File: src/rtl/fracn_pkg.sv
package fracn_pkg;

    typedef enum logic {
        ORD_FIRST  = 1'b0,
        ORD_SECOND = 1'b1
    } order_e;

    // control value range -1..+2 needs three signed bits
    localparam int CTL_W = 3;
    typedef logic signed [CTL_W-1:0] ctl_t;

    // cascade depth used by the noise-shaping control unit
    localparam int NUM_STAGES = 2;

endpackage

File: src/rtl/fracn_acc_stage.sv
module fracn_acc_stage #(
    parameter int W = 8
) (
    input  logic         clk_i,
    input  logic         rst_ni,
    input  logic         step_i,
    input  logic         clear_i,
    input  logic [W-1:0] addend_i,
    output logic [W-1:0] sum_o,
    output logic         carry_o
);

    typedef struct packed {
        logic [W-1:0] acc;
    } st_t;

    st_t        st_d;
    st_t        st_q;
    logic [W:0] sum_w;

    always_comb begin
        sum_w = {1'b0, st_q.acc} + {1'b0, addend_i};
        st_d  = st_q;
        if (step_i) begin
            st_d.acc = clear_i ? '0 : sum_w[W-1:0];
        end
    end

    always_ff @(posedge clk_i or negedge rst_ni) begin
        if (!rst_ni) begin
            st_q <= '0;
        end else begin
            st_q <= st_d;
        end
    end

    assign sum_o   = sum_w[W-1:0];
    assign carry_o = sum_w[W];

endmodule

File: src/rtl/fracn_mash.sv
module fracn_mash
    import fracn_pkg::*;
#(
    parameter int FRAC_W = 8
) (
    input  logic              clk_i,
    input  logic              rst_ni,
    input  logic              step_i,
    input  logic              order_i,
    input  logic [FRAC_W-1:0] frac_i,
    output ctl_t              ctl_o
);

    typedef struct packed {
        logic c2_prev;
    } st_t;

    st_t                     st_d;
    st_t                     st_q;
    order_e                  order_w;
    logic                    clear_hi;
    logic [NUM_STAGES-1:0]   carry;
    logic [FRAC_W-1:0]       res_chain [NUM_STAGES-1];
    logic [FRAC_W-1:0]       unused_tail_res;

    assign order_w  = order_e'(order_i);
    assign clear_hi = (order_w == ORD_FIRST);

    for (genvar s = 0; s < NUM_STAGES; s++) begin : g_stage
        logic [FRAC_W-1:0] addend;
        logic              clr;
        if (s == 0) begin : g_head
            assign addend = frac_i;
            assign clr    = 1'b0;
        end else begin : g_tail
            assign addend = res_chain[s-1];
            assign clr    = clear_hi;
        end
        if (s == NUM_STAGES-1) begin : g_last
            fracn_acc_stage #(.W(FRAC_W)) u_acc (
                .clk_i    (clk_i),
                .rst_ni   (rst_ni),
                .step_i   (step_i),
                .clear_i  (clr),
                .addend_i (addend),
                .sum_o    (unused_tail_res),
                .carry_o  (carry[s])
            );
        end else begin : g_mid
            fracn_acc_stage #(.W(FRAC_W)) u_acc (
                .clk_i    (clk_i),
                .rst_ni   (rst_ni),
                .step_i   (step_i),
                .clear_i  (clr),
                .addend_i (addend),
                .sum_o    (res_chain[s]),
                .carry_o  (carry[s])
            );
        end
    end

    ctl_t c1_w;
    ctl_t c2_w;
    ctl_t c2p_w;

    always_comb begin
        c1_w  = ctl_t'({2'b00, carry[0]});
        c2_w  = ctl_t'({2'b00, carry[1]});
        c2p_w = ctl_t'({2'b00, st_q.c2_prev});
        st_d  = st_q;
        if (order_w == ORD_SECOND) begin
            ctl_o = c1_w + c2_w - c2p_w;
        end else begin
            ctl_o = c1_w;
        end
        if (step_i) begin
            st_d.c2_prev = (order_w == ORD_SECOND) ? carry[1] : 1'b0;
        end
    end

    always_ff @(posedge clk_i or negedge rst_ni) begin
        if (!rst_ni) begin
            st_q <= '0;
        end else begin
            st_q <= st_d;
        end
    end

endmodule

File: src/rtl/fracn_counter.sv
module fracn_counter
    import fracn_pkg::*;
#(
    parameter int CNT_W = 8
) (
    input  logic             clk_i,
    input  logic             rst_ni,
    input  logic [CNT_W-1:0] div_n_i,
    input  ctl_t             ctl_i,
    output logic             ovf_o
);

    localparam int RW = CNT_W + 1;
    localparam logic [RW-1:0] START_CNT = RW'(2);
    localparam logic [RW-1:0] TERM_CNT  = RW'(1);

    typedef struct packed {
        logic [RW-1:0] cnt;
    } st_t;

    st_t           st_d;
    st_t           st_q;
    logic [RW-1:0] reload_w;

    always_comb begin
        reload_w = {1'b0, div_n_i} + {{(RW-CTL_W){ctl_i[CTL_W-1]}}, ctl_i};
        ovf_o    = (st_q.cnt == TERM_CNT);
        st_d     = st_q;
        if (ovf_o) begin
            st_d.cnt = reload_w;
        end else begin
            st_d.cnt = st_q.cnt - RW'(1);
        end
    end

    always_ff @(posedge clk_i or negedge rst_ni) begin
        if (!rst_ni) begin
            st_q.cnt <= START_CNT;
        end else begin
            st_q <= st_d;
        end
    end

endmodule

File: src/rtl/fracn_div.sv
module fracn_div
    import fracn_pkg::*;
#(
    parameter int CNT_W  = 8,
    parameter int FRAC_W = 16
) (
    input  logic              clk_i,
    input  logic              rst_ni,
    input  logic [CNT_W-1:0]  div_n_i,
    input  logic [FRAC_W-1:0] frac_i,
    input  logic              order_i,
    output logic              ovf_o,
    output logic              sq_o
);

    typedef struct packed {
        logic sq;
    } st_t;

    st_t  st_d;
    st_t  st_q;
    ctl_t ctl_w;
    logic ovf_w;

    fracn_mash #(.FRAC_W(FRAC_W)) u_mash (
        .clk_i   (clk_i),
        .rst_ni  (rst_ni),
        .step_i  (ovf_w),
        .order_i (order_i),
        .frac_i  (frac_i),
        .ctl_o   (ctl_w)
    );

    fracn_counter #(.CNT_W(CNT_W)) u_cnt (
        .clk_i   (clk_i),
        .rst_ni  (rst_ni),
        .div_n_i (div_n_i),
        .ctl_i   (ctl_w),
        .ovf_o   (ovf_w)
    );

    always_comb begin
        st_d    = st_q;
        st_d.sq = st_q.sq ^ ovf_w;
    end

    always_ff @(posedge clk_i or negedge rst_ni) begin
        if (!rst_ni) begin
            st_q <= '0;
        end else begin
            st_q <= st_d;
        end
    end

    assign ovf_o = ovf_w;
    assign sq_o  = st_q.sq;

endmodule

File: config.mk
export PLATFORM = sky130hd
export DESIGN_NAME = fracn_div
export DESIGN_NICKNAME = d
export VERILOG_FILES = /design/src/rtl/fracn_pkg.sv /design/src/rtl/fracn_acc_stage.sv /design/src/rtl/fracn_mash.sv /design/src/rtl/fracn_counter.sv /design/src/rtl/fracn_div.sv
export SDC_FILE = /design/constraint.sdc
export NUM_CORES = 1
export LEC_CHECK = 0
export CELL_PAD_IN_SITES_DETAIL_PLACEMENT = 0
export CELL_PAD_IN_SITES_GLOBAL_PLACEMENT = 1
export CORE_MARGIN = 2
export CORE_UTILIZATION = 45
export DETAILED_ROUTE_END_ITERATION = 12
export DONT_BUFFER_PORTS = 1
export PLACE_DENSITY_LB_ADDON = 0.1
export SLEW_MARGIN = 30
export SYNTH_ARGS = -nofsm -noshare
export SYNTH_HDL_FRONTEND = slang
export SYNTH_SLANG_ARGS = --single-unit
File: constraint.sdc
create_clock -name clk_i -period 5.7 [get_ports clk_i]
set_input_delay 1.14 -clock clk_i [delete_from_list [all_inputs] [get_ports clk_i]]
set_output_delay 1.14 -clock clk_i [all_outputs]
set_load 0.1 [all_outputs]
# == Yosys cells after proc, flatten, opt, wreduce, memory -nomap -nowiden ==
# Index checks and enable logic that the tools add are counted.
# totals
elab_cells,17
regBits,43
in_bits,27
out_inout_bits,2
# op_classes
mux,4
addsub,6
bitwise_logic,1
n_eq_ne,1
# ops
op,count
adder 16 x 16 -> 17 bit,2
2-to-1 mux 16 bit,1
adder 8 x 9 -> 9 bit,1
equality test 9 x 1 -> 1 bit (second input constant),1
2-to-1 mux 9 bit,1
subtractor 9 x 1 -> 9 bit (second input constant),1
2-to-1 mux 3 bit,1
subtractor 3 x 2 -> 3 bit,1
adder 1 x 1 -> 2 bit,1
2-to-1 mux 1 bit,1
XOR 1 bit,1

# == Longest topological paths before layout ==
# Gate-level depths: netlist of the first run.
# logic_depth
depth_word,7
ltp_mapped,30
ltp_nobuf,29

# == Cells and area by module ==
# A second synthesis of the first run with hierarchy kept.
# hier_totals
hier_cells,399
area_unflattened_um2,3703.6
# by_module_without_submodules
module,cells_per_inst,instances,area_per_inst_um2,seq_area_each_um2
fracn_acc_stage at u_mash.g_stage[1].g_last.u_acc,150,1,1377.6,400.4
fracn_acc_stage at u_mash.g_stage[0].g_mid.u_acc,139,1,1338.8,400.4
fracn_counter,93,1,832.0,226.5
fracn_mash,15,1,121.4,25.0
fracn_div,2,1,33.8,25.0

# == Worst setup path after synthesis of the first run ==
# Ideal clock, no wire load.
# synth_path
path_kind,in2reg
start,in frac_i[0]
end,reg u_cnt.st_q[8] (netlist name)
n_path_buf,1
required_ns,5.613
setup_ns,0.087
stages,29
setup_slack_ns,-0.418
arrival_time_ns,6.032
path_cell_list,ha_1 inv_1 fa_1 nor2b_1 o31a_2 o21ai_0 nand2b_1 a21boi_0 mux2i_1 nand2_1 ha_1 clkbuf_1 nand4_1 a211o_1 nor3b_2 o21ai_1 ha_1 inv_1 ha_1 ha_1 nor2_1 fa_1 a21o_1 a21oi_1 o21ai_0 a31o_2 a211oi_1 a31oi_1 o211ai_1
# synth_lines
element,line_no,rtl
start: declaration,fracn_div.sv:10,"input logic [FRAC_W-1:0] frac_i,"
end signal: assignment,fracn_counter.sv:40,st_q <= st_d;
end: declaration,fracn_counter.sv:22,st_t st_q;

==> flow_metrics.py, run 1 <==
metrics = {
    "worst_setup_path": {
        "endpoint": "u_cnt.st_q[8]",
        "worstSetupStartpointType": "primary input",
        "critPathLaunch": "frac_i[0]",
        "r2r_setup_slk_ps": 490,
        "end_kind": "register",
        "critPathRequiredTime_ps": 5910,
        "cp.arrival_ps": 5840,
        "r2r_start": "u_mash.g_stage[0].g_mid.u_acc.st_q[0]",
        "r2r_end": "u_cnt.st_q[8]",
        "startpoint_to_endpoint_class_of_the_critical_path": "primary input to register",
        "r2r_cells": 27,
        "path_max_fanout": 4,
    },
    "clock_tree": {
        "holdBufCountCts": 0,
        "cts_max_level": 2,
        "cts_tree": "yes",
        "clk-insertion-delay-late_ps": 310,
        "path_clk_slew_ps": 80,
        "cts_made_buffers": 5,
        "cts_num_sinks": 43,
        "cts_buffer_depth": 2,
        "cts-root-buf": "sky130_fd_sc_hd__clkbuf_8",
    },
    "global_routing": {
        "grt_pass1_wl_um": 15900,
        "grt_antenna_before_repair": 0,
        "maximum_number_of_pins_on_one_net_before_global_route_repair": 47,
        "grt_util_all_layers_pct": 23.1,
        "globalRoute.totalOverflow": 0,
        "grt_pass1_vias": 3318,
    },
    "sta": {
        "hold_violations": 0,
        "finClkSkew_ps": 16.1,
        "maxSlewViolCount": 0,
        "setup_viol": 0,
        "finalHoldWorstSlack_ps": 484,
        "final_critical_path_setup_slack_ps": 76.7,
        "timing.final.crit_period_ps": 5620,
        "max_frequency_ghz": 0.178,
        "worst_slew_pin_slew_ps": 901,
        "grt_setup_unrepaired": "true",
        "layout_worst_path_cycle_share_pct": 98.7,
        "max-slew-margin-rel_pct": 39.9,
    },
    "routing": {
        "drt_pass1_iterations": 4,
        "drt-initial-drc-count": 97,
        "detail-route-antenna-nets": 0,
        "route.vias.total": 3121,
        "routed_wirelength_um": 9150,
        "routed_length_per_instance_um": 15.6,
        "drc_errors": 0,
        "route.detailed.vias_per_inst": 5.33,
    },
    "synth": {
        "synth_ff_type": "sky130_fd_sc_hd__dfrtp_1",
        "syn-instance-count": 409,
        "synth-edff-count": 0,
        "postSynthNetCount": 484,
        "largest_area_contributor_in_the_netlist": "sky130_fd_sc_hd__dfrtp_1",
        "synth.top_cells.by_area": "sky130_fd_sc_hd__dfrtp_1, sky130_fd_sc_hd__ha_1, sky130_fd_sc_hd__nand2_1, sky130_fd_sc_hd__o21ai_0, sky130_fd_sc_hd__a21oi_1",
        "ys_seq_area_share_pct": 30.1,
        "postSynthRegisterBits": 43,
        "post_synth_instance_area_um2": 3580,
        "synth-async-reset-ratio_pct": 100,
        "yosys_warnings": 0,
        "area_fraction_of_the_dominant_cell_type_after_synthesis_pct": 29.4,
        "synth_area_per_cell_um2": 8.75,
        "netlist-cell-type-count": 56,
    },
    "place": {
        "dp_cell_count": 566,
        "port-buffer-count": 0,
        "place.gp.congestion": 0.815,
        "hpwl_um": 6880,
        "place_worst_setup_slack_ps": -411,
    },
    "power_and_ir_drop": {
        "total_leakage_power_uw": 0.00217,
        "power.density_cell_area_nw_per_um2": 207,
        "irDropWorstVdd_uv": 168,
        "finalPower_uw": 936,
    },
    "floorplanning": {
        "floorplan.die.width_um": 93.2,
        "io-pin-count": 29,
        "design.die.area_um2": 8680,
        "core_region_area_um2": 7730,
        "start_util_pct": 46.3,
        "die_y_um": 93.2,
        "row_count": 32,
    },
    "run_status": {
        "run_status": "finished, final reports clean",
    },
    "final_layout": {
        "areaGrowthSynthToFinish_pct": 26.5,
        "antenna-diode-count": 0,
        "drive_above_1_share_pct": 28.1,
        "num-nets-final": 558,
        "finish.utilization_pct": 58.6,
        "final_cell_mix": "sky130_fd_sc_hd__buf_4, sky130_fd_sc_hd__nand2_1, sky130_fd_sc_hd__dfrtp_1, sky130_fd_sc_hd__ha_1, sky130_fd_sc_hd__o21ai_0",
        "layout.filler_cells": 706,
        "post_layout_nonfiller_instances": 586,
        "final_common_cell": "sky130_fd_sc_hd__buf_4",
        "area_used_by_multi_input_combinational_logic_um2": 2540,
        "regArea_um2": 1080,
    },
    "run": {
        "max_cap_viol_count": 0,
    },
    "worst_hold_path": {
        "hold_class": "register to register",
    },
}
## where the power goes
part	internal (µW)	switching [µW]	total, µW	leakage (µW)
Combinational	172	165	337	0.00166
Sequential	332	21.2	353	0.000450
Clock	131	115	246	0.0000581
Total	635	302	936	0.00217
## kinds of logic (layout without fill, tap and decap cells)
group	after synthesis	in the layout	synth area share (%)
muxes	8	8	2.59
xor gates and xnor gates	35	35	8.78
AOI/OAI and AO/OA	127	127	23.3
adders and majority gates	48	48	17.4
buffers and inverters	32	107	3.43
DFF	43	43	30.1
and+or+nand+nor	116	116	14.4
## repair_timing
item | in CTS | in global routing
endpoints found under the setup margin | 3 | 6
setup buffers | 9 | 4
resized for setup | 14 | 14
pin swaps | 18 | 18
## flip-flops by register name, indices dropped and copies added (netlist names)
name                              cells
sq_o                                  1
u_cnt.st_q                            9
u_mash.g_stage.g_last.u_acc.st_q     16
u_mash.g_stage.g_mid.u_acc.st_q      16
u_mash.st_q                           1
## per-layer routing
layer  vias up  part of all wire, %  global-route usage (%)
met2        39                   47                    39.4
met5         -                    0                       0
met3        10                  2.9                    3.87
met1      1467                   49                    30.9
met4         0                  1.1                    4.78
li1       1605                    -                       -
## layout make-up
type / count / share of cell area, %
tap: 102 / 2.82
timing repair buffer: 79 / 13.1
multi-input combinational: 334 / 56.1
clock inverter: 3 / 0.967
inverter: 20 / 1.66
clock buffer: 5 / 1.52
sequential: 43 / 23.8
## synth_stat cells, types with 2 or more instances
library cell,n
sky130_fd_sc_hd__clkbuf_1,10
sky130_fd_sc_hd__nor2_1,24
sky130_fd_sc_hd__nor2b_1,7
sky130_fd_sc_hd__a21o_1,17
sky130_fd_sc_hd__nand2_1,60
sky130_fd_sc_hd__nor3_1,3
sky130_fd_sc_hd__o211ai_1,2
sky130_fd_sc_hd__nand2b_1,2
sky130_fd_sc_hd__o21ai_1,4
sky130_fd_sc_hd__mux2_2,6
sky130_fd_sc_hd__a21boi_0,2
sky130_fd_sc_hd__o21a_1,4
sky130_fd_sc_hd__ha_1,45
sky130_fd_sc_hd__nand3_1,6
sky130_fd_sc_hd__o21ai_0,33
sky130_fd_sc_hd__inv_1,19
sky130_fd_sc_hd__fa_1,3
sky130_fd_sc_hd__nor4_1,3
sky130_fd_sc_hd__dfrtp_1,42
sky130_fd_sc_hd__o31ai_1,3
sky130_fd_sc_hd__a31oi_1,7
sky130_fd_sc_hd__buf_2,2
sky130_fd_sc_hd__a211oi_1,4
sky130_fd_sc_hd__o21bai_1,4
sky130_fd_sc_hd__xor2_1,17
sky130_fd_sc_hd__a21oi_1,30
sky130_fd_sc_hd__nand4_1,4
sky130_fd_sc_hd__xnor2_1,17
sky130_fd_sc_hd__and3_1,2
## metrics by stage
| step | area [µm²] | TNS [ps] |
|---|---|---|
| after floorplan | 3610 | -100 |
| after global placement | 4190 | -898 |
| after detailed placement | 4190 | -1600 |
| after CTS | 4440 | -9.94 |
| after global routing | 4530 | -292 |
| final | 4530 | 0 |
## worst min path at each step
stage	start	end	slack (ps)	cells past startpoint
finish	u_mash.g_stage[0].g_mid.u_acc.st_q[12]	u_mash.g_stage[0].g_mid.u_acc.st_q[12]	480	2
global route	rst_ni	u_mash.g_stage[0].g_mid.u_acc.st_q[3]	500	0
CTS	u_mash.g_stage[0].g_mid.u_acc.st_q[12]	u_mash.g_stage[0].g_mid.u_acc.st_q[12]	490	2
detailed placement	u_mash.g_stage[0].g_mid.u_acc.st_q[12]	u_mash.g_stage[0].g_mid.u_acc.st_q[12]	470	2
global placement	u_mash.g_stage[0].g_mid.u_acc.st_q[4]	u_mash.g_stage[0].g_mid.u_acc.st_q[4]	460	2
floorplan	u_mash.g_stage[1].g_last.u_acc.st_q[0]	u_mash.g_stage[1].g_last.u_acc.st_q[0]	450	2
## critical path, stage by stage
cell	delay (ps)
sky130_fd_sc_hd__ha_4	120
sky130_fd_sc_hd__inv_2	30
sky130_fd_sc_hd__fa_2	350
sky130_fd_sc_hd__nor2b_2	130
sky130_fd_sc_hd__o31a_2	180
sky130_fd_sc_hd__o41ai_2	70
sky130_fd_sc_hd__buf_4	150
sky130_fd_sc_hd__o311a_4	390
sky130_fd_sc_hd__a21oi_4	170
sky130_fd_sc_hd__xnor2_2	140
sky130_fd_sc_hd__ha_1	290
sky130_fd_sc_hd__a21o_1	170
sky130_fd_sc_hd__a21oi_1	170
sky130_fd_sc_hd__o21ai_2	80
sky130_fd_sc_hd__ha_1	290
sky130_fd_sc_hd__inv_2	40
sky130_fd_sc_hd__ha_4	250
sky130_fd_sc_hd__a21oi_2	50
sky130_fd_sc_hd__ha_2	190
sky130_fd_sc_hd__fa_2	340
sky130_fd_sc_hd__a21o_1	190
sky130_fd_sc_hd__a21oi_2	160
sky130_fd_sc_hd__o21ai_2	70
sky130_fd_sc_hd__a31o_2	210
sky130_fd_sc_hd__a211oi_2	230
sky130_fd_sc_hd__a31oi_1	80
sky130_fd_sc_hd__o211ai_1	160
Note: power is estimated with default switching activity, not from simulation.
==> inputs of run 2 (changes only) <==
--- a/config.mk
+++ b/config.mk
@@ -5,12 +5,12 @@
 export SDC_FILE = /design/constraint.sdc
 export NUM_CORES = 1
 export LEC_CHECK = 0
+export BUFFER_PORTS_ARGS = -buffer_cell sky130_fd_sc_hd__buf_2
 export CELL_PAD_IN_SITES_DETAIL_PLACEMENT = 0
 export CELL_PAD_IN_SITES_GLOBAL_PLACEMENT = 1
 export CORE_MARGIN = 2
-export CORE_UTILIZATION = 45
+export CORE_UTILIZATION = 42
 export DETAILED_ROUTE_END_ITERATION = 12
-export DONT_BUFFER_PORTS = 1
 export PLACE_DENSITY_LB_ADDON = 0.1
 export SLEW_MARGIN = 30
 export SYNTH_ARGS = -nofsm -noshare
==> flow_metrics.py, run 2 (synthesized netlist as in run 1, its figures left out) <==
metrics = {
    "worst_setup_path": {
        "r2r_cells": 28,
        "cp.arrival_ps": 5980,
        "crit_cells": 27,
        "critPathRequiredTime_ps": 5920,
        "startpoint_to_endpoint_class_of_the_critical_path": "primary input to register",
        "critical_path.max_stage_delay_ps": 360,
        "timing.critical_path.slowest_stage_cell": "sky130_fd_sc_hd__fa_2",
        "worst_path_most_repeated_cell": "sky130_fd_sc_hd__ha_1",
        "worst-path-buf-inv": 3,
        "cpLargestDelayFamily": "compound AO/OA/AOI/OAI gates",
        "worstSetupStartpointType": "primary input",
        "end_kind": "register",
        "path_max_fanout": 3,
    },
    "run_status": {
        "violations": "negative setup slack",
        "run_status": "finished with violations",
    },
    "place": {
        "port-buffer-count": 28,
        "hpwl_um": 6680,
        "dpl-instance-area_um2": 4380,
        "place.gp.congestion": 0.872,
        "place_worst_setup_slack_ps": -581,
    },
    "power_and_ir_drop": {
        "netSwitchingFraction_pct": 34.4,
        "sequentialPowerShare_pct": 39.2,
        "p_switching_uw": 311,
        "cell_internal_power_uw": 591,
        "irDropWorstVdd_uv": 93.2,
        "power.clock.fraction_pct": 22.4,
        "p_comb_share_pct": 38.4,
        "total_leakage_power_uw": 0.00229,
        "power.density_cell_area_nw_per_um2": 194,
    },
    "floorplanning": {
        "core_region_area_um2": 8260,
        "io-pin-count": 29,
        "design.die.area_um2": 9270,
        "die_y_um": 96.3,
        "row_count": 33,
        "start_util_pct": 43.3,
        "floorplan.die.width_um": 96.3,
    },
    "global_routing": {
        "grt_pass1_vias": 3203,
        "grt_pass1_wl_um": 15300,
        "maximum_number_of_pins_on_one_net_before_global_route_repair": 47,
        "grt_util_all_layers_pct": 21.2,
        "globalRoute.totalOverflow": 0,
        "grt_antenna_before_repair": 0,
    },
    "clock_tree": {
        "cts_tree": "yes",
        "cts_num_sinks": 43,
        "holdBufCountCts": 0,
        "cts-root-buf": "sky130_fd_sc_hd__clkbuf_8",
        "path_clk_slew_ps": 90,
        "cts_made_buffers": 5,
        "cts_buffer_depth": 2,
        "clk-insertion-delay-late_ps": 310,
        "cts_max_level": 2,
    },
    "final_layout": {
        "num-nets-final": 589,
        "final_cell_area_um2": 4640,
        "final_common_cell": "sky130_fd_sc_hd__buf_4",
        "areaGrowthSynthToFinish_pct": 29.6,
        "antenna-diode-count": 0,
        "reg.largest.list": "u_mash.g_stage.g_mid.u_acc.st_q x16, u_mash.g_stage.g_last.u_acc.st_q x16, u_cnt.st_q x9",
        "drive_above_1_share_pct": 31.1,
        "layout.filler_cells": 786,
        "finish.utilization_pct": 56.2,
        "final_cell_mix": "sky130_fd_sc_hd__buf_4, sky130_fd_sc_hd__nand2_1, sky130_fd_sc_hd__dfrtp_1, sky130_fd_sc_hd__ha_1, sky130_fd_sc_hd__o21ai_0",
    },
    "sta": {
        "final_critical_path_setup_slack_ps": -53.2,
        "finalHoldWorstSlack_ps": 478,
        "timing.final.crit_period_ps": 5750,
        "setup_viol": 1,
        "grt_setup_unrepaired": "true",
        "finClkSkew_ps": 14.1,
        "hold_violations": 0,
        "worst_slew_pin_slew_ps": 591,
        "layout_worst_path_cycle_share_pct": 101,
        "maxSlewViolCount": 0,
        "max-slew-margin-rel_pct": 60.6,
        "max_frequency_ghz": 0.174,
        "setup_total_negative_slack_ps": -53.2,
    },
    "run": {
        "max_cap_viol_count": 0,
    },
    "routing": {
        "detail-route-antenna-nets": 0,
        "route.vias.total": 3264,
        "route.detailed.vias_per_inst": 5.26,
        "drt_pass1_iterations": 4,
        "drc_errors": 0,
        "routed_wirelength_um": 8990,
        "routed_length_per_instance_um": 14.5,
        "drt-initial-drc-count": 124,
    },
    "worst_hold_path": {
        "hold_path_depth": 1,
        "hold_class": "register to register",
    },
}
## run 2: changes by cell type in the layout (fill, tap and decap cells not counted), moves of 2 or more
cell                       delta
sky130_fd_sc_hd__ha_4         -2
sky130_fd_sc_hd__buf_6        +2
sky130_fd_sc_hd__a21oi_1      +2
sky130_fd_sc_hd__ha_1         +2
sky130_fd_sc_hd__buf_4        +3
sky130_fd_sc_hd__inv_2        -2
sky130_fd_sc_hd__clkinv_2     +2
sky130_fd_sc_hd__buf_2       +26
## run 2: what timing repair did
item,CTS,global route
gates cloned,0,0
endpoints found under the setup margin,5,6
setup buffers,9,1
pin swaps,21,9
resized for setup,16,5
## run 2: layer usage
metal | vias to the layer above | GRT usage, % | share of wire (%)
li1 | 1670 | - | -
met2 | 42 | 34.7 | 46
met5 | - | 0 | 0
met3 | 6 | 2.82 | 2.6
met4 | 0 | 4.58 | 0.82
met1 | 1546 | 29.9 | 50
## run 2: final timing paths
path | startpoint | to | slack, ps
min in group asynchronous | rst_ni | u_mash.g_stage[0].g_mid.u_acc.st_q[7] | 830
max in group asynchronous | rst_ni | u_mash.g_stage[1].g_last.u_acc.st_q[2] | 4470
setup / recovery | frac_i[1] | u_cnt.st_q[8] | -50
hold reg to reg | sq_o | sq_o | 480
hold / removal | sq_o | sq_o | 480
setup reg to reg | u_mash.g_stage[0].g_mid.u_acc.st_q[0] | u_cnt.st_q[8] | 460
## run 2: cell type report
cell class              instances  area [µm²]  area share, %
flip-flops and latches         43        1080           23.2
clock inverters                 3        15.0          0.324
inverters                      20        75.1           1.62
well taps                     105         131           2.83
repair buffers                110         768           16.6
multi-input cells             334        2500           53.9
clock buffers                   5        68.8           1.48
## run 2: power by group through the flow
stage	clock network, µW	logic (µW)	registers [µW]
global route	228	388	358
floorplan	0	206	354
global placement	0	321	358
CTS	211	344	353
finish	202	346	353
detailed placement	0	325	358
## run 2: metrics by stage
stage               std cells  total power [µW]
floorplan                 409               560
global placement          603               679
detailed placement        603               683
CTS                       619               909
global route              620               974
finish                    620               902
## run 2: worst reg2reg max path, delay by kind of cell (launching register included)
kind	cells	cell delay (ps)
mux	1	240
buf+inv	2	90
simple gates	5	580
flops	1	430
fa+ha+maj	7	1670
compound gates	13	2170
==> inputs of run 3 (changes only) <==
==> constraint.sdc (replaced) <==
create_clock -name clk_i -period 5.7 [get_ports clk_i]
set_input_delay 0.285 -clock clk_i [delete_from_list [all_inputs] [get_ports clk_i]]
set_output_delay 0.285 -clock clk_i [all_outputs]
set_load 0.1 [all_outputs]
==> flow_metrics.py, run 3 (synthesized netlist as in run 1, its figures left out) <==
metrics = {
    "run_status": {
        "run_status": "finished with violations",
        "violations": "negative hold slack",
    },
    "final_layout": {
        "area_used_by_multi_input_combinational_logic_um2": 2450,
        "final_common_cell": "sky130_fd_sc_hd__nand2_1",
        "final_cell_mix": "sky130_fd_sc_hd__nand2_1, sky130_fd_sc_hd__ha_1, sky130_fd_sc_hd__dfrtp_1, sky130_fd_sc_hd__o21ai_0, sky130_fd_sc_hd__a21oi_1",
        "areaGrowthSynthToFinish_pct": 12.3,
        "drive_above_1_share_pct": 16.1,
        "layout.filler_cells": 834,
        "finish.utilization_pct": 48.7,
        "regArea_um2": 1080,
        "final_cell_area_um2": 4020,
        "reg.largest.list": "u_mash.g_stage.g_mid.u_acc.st_q x16, u_mash.g_stage.g_last.u_acc.st_q x16, u_cnt.st_q x9",
        "antenna-diode-count": 0,
        "post_layout_nonfiller_instances": 546,
        "num-nets-final": 515,
    },
    "sta": {
        "layout_worst_path_cycle_share_pct": 93.4,
        "maxSlewViolCount": 0,
        "worst_slew_pin_slew_ps": 589,
        "finClkSkew_ps": 8.25,
        "hold_violations": 26,
        "setup_viol": 0,
        "finalHoldWorstSlack_ps": -19.6,
        "max-slew-margin-rel_pct": 60.7,
        "max_frequency_ghz": 0.188,
        "timing.final.crit_period_ps": 5330,
    },
    "routing": {
        "drc_errors": 0,
        "route.vias.total": 2965,
        "route.detailed.vias_per_inst": 5.43,
        "routed_length_per_instance_um": 14.8,
        "routed_wirelength_um": 8070,
        "drt-initial-drc-count": 100,
        "drt_pass1_iterations": 4,
        "detail-route-antenna-nets": 0,
    },
    "worst_setup_path": {
        "end_kind": "register",
        "critical_path.max_stage_delay_ps": 400,
        "r2r_end": "u_cnt.st_q[8]",
        "timing.critical_path.slowest_stage_cell": "sky130_fd_sc_hd__fa_1",
        "r2r_start": "u_mash.g_stage[0].g_mid.u_acc.st_q[0]",
        "startpoint_to_endpoint_class_of_the_critical_path": "register to register",
        "worst_path_most_repeated_cell": "sky130_fd_sc_hd__ha_1",
        "worstSetupStartpointType": "register",
        "path_max_fanout": 3,
        "cp.arrival_ps": 5540,
        "r2r_setup_slk_ps": 370,
        "r2r_cells": 28,
        "critPathRequiredTime_ps": 5920,
    },
    "clock_tree": {
        "cts_num_sinks": 43,
        "cts_max_level": 2,
        "cts_buffer_depth": 2,
        "cts-root-buf": "sky130_fd_sc_hd__clkbuf_8",
        "holdBufCountCts": 0,
        "cts_made_buffers": 5,
        "clk-insertion-delay-late_ps": 300,
        "cts_tree": "yes",
        "path_clk_slew_ps": 90,
    },
    "floorplanning": {
        "start_util_pct": 43.3,
        "core_region_area_um2": 8260,
        "die_y_um": 96.3,
        "floorplan.die.width_um": 96.3,
        "io-pin-count": 29,
        "row_count": 33,
        "design.die.area_um2": 9270,
    },
    "global_routing": {
        "met2_usage_pct": 28.6,
        "groute.layer.met1.usage_pct": 26.5,
        "grt_pass1_vias": 2721,
        "globalRoute.totalOverflow": 0,
        "grt_antenna_before_repair": 0,
        "maximum_number_of_pins_on_one_net_before_global_route_repair": 47,
        "grt_util_all_layers_pct": 18.2,
        "grt-busiest-layer": "met2",
        "grt_pass1_wl_um": 13000,
        "global_route.usage.met3_pct": 2.82,
    },
    "place": {
        "hpwl_um": 5910,
        "dp_cell_count": 536,
        "place.gp.congestion": 0.846,
        "dpl-instance-area_um2": 3850,
        "port-buffer-count": 28,
    },
    "power_and_ir_drop": {
        "p_switching_uw": 289,
        "power.clock.fraction_pct": 23.8,
        "power.density_cell_area_nw_per_um2": 207,
        "irDropWorstVdd_uv": 102,
        "sequentialPowerShare_pct": 42.4,
        "total_leakage_power_uw": 0.00193,
        "netSwitchingFraction_pct": 34.8,
        "cell_internal_power_uw": 542,
        "p_comb_share_pct": 33.8,
    },
    "worst_hold_path": {
        "hold_class": "primary input to asynchronous set/reset pin",
    },
    "run": {
        "max_cap_viol_count": 0,
    },
}
[run 3: per-stage QoR]
step                setup TNS, ps  total power [µW]  setup WS [ps]
global placement                0               625            197
global route                -37.5               892          -33.1
floorplan                       0               557            368
CTS                             0               833           65.0
finish                          0               832            374
detailed placement              0               626           51.8
[run 3: area by class of cell]
type / instances / share of cell area [%]
Clock inverter: 3 / 0.374
Clock buffer: 5 / 1.71
Tap cell: 105 / 3.27
Sequential cell: 43 / 26.8
Timing Repair Buffer: 36 / 5.05
Inverter: 20 / 1.87
Multi-Input combinational cell: 334 / 60.9
[run 3: how the worst max path moves through the flow]
| stage | startpoint | end | slack [ps] |
|---|---|---|---|
| floorplan | u_mash.g_stage[0].g_mid.u_acc.st_q[0] | u_cnt.st_q[8] | 370 |
| global placement | frac_i[0] | u_cnt.st_q[8] | 200 |
| detailed placement | frac_i[0] | u_cnt.st_q[8] | 50 |
| CTS | u_mash.g_stage[0].g_mid.u_acc.st_q[0] | u_cnt.st_q[8] | 60 |
| global route | u_mash.g_stage[0].g_mid.u_acc.st_q[0] | u_cnt.st_q[8] | -30 |
| finish | u_mash.g_stage[0].g_mid.u_acc.st_q[0] | u_cnt.st_q[8] | 370 |
[run 3: critical path, delay by kind of cell (launching register included)]
family                     cells  cell delay [ps]
adders and majority gates      7             1700
and+or+nand+nor                5              580
muxes                          1              240
DFF                            1              390
buffers and inverters          2              110
AOI/OAI and AO/OA             13             2230
[run 3: power groups by stage]
| stage | clock (µW) | combinational [µW] | sequential, µW |
|---|---|---|---|
| 6_report | 198 | 281 | 353 |
| 5_1_grt | 222 | 314 | 356 |
| 4_1_cts | 210 | 270 | 353 |
| 3_5_place_dp | 0 | 268 | 358 |
| 3_3_place_gp | 0 | 267 | 358 |
| 2_1_floorplan | 0 | 202 | 354 |
[run 3: layer usage]
metal	routed length (µm)	vias up	part of all wire, %
met2	3610	45	45
li1	-	1522	-
met3	288	4	3.6
met1	4120	1394	51
met4	40	0	0.50
met5	0	-	0
[run 3: timing repair]
item	CTS	global route
setup endpoints to repair	0	4
resized for setup	0	14
buffers inserted	0	2
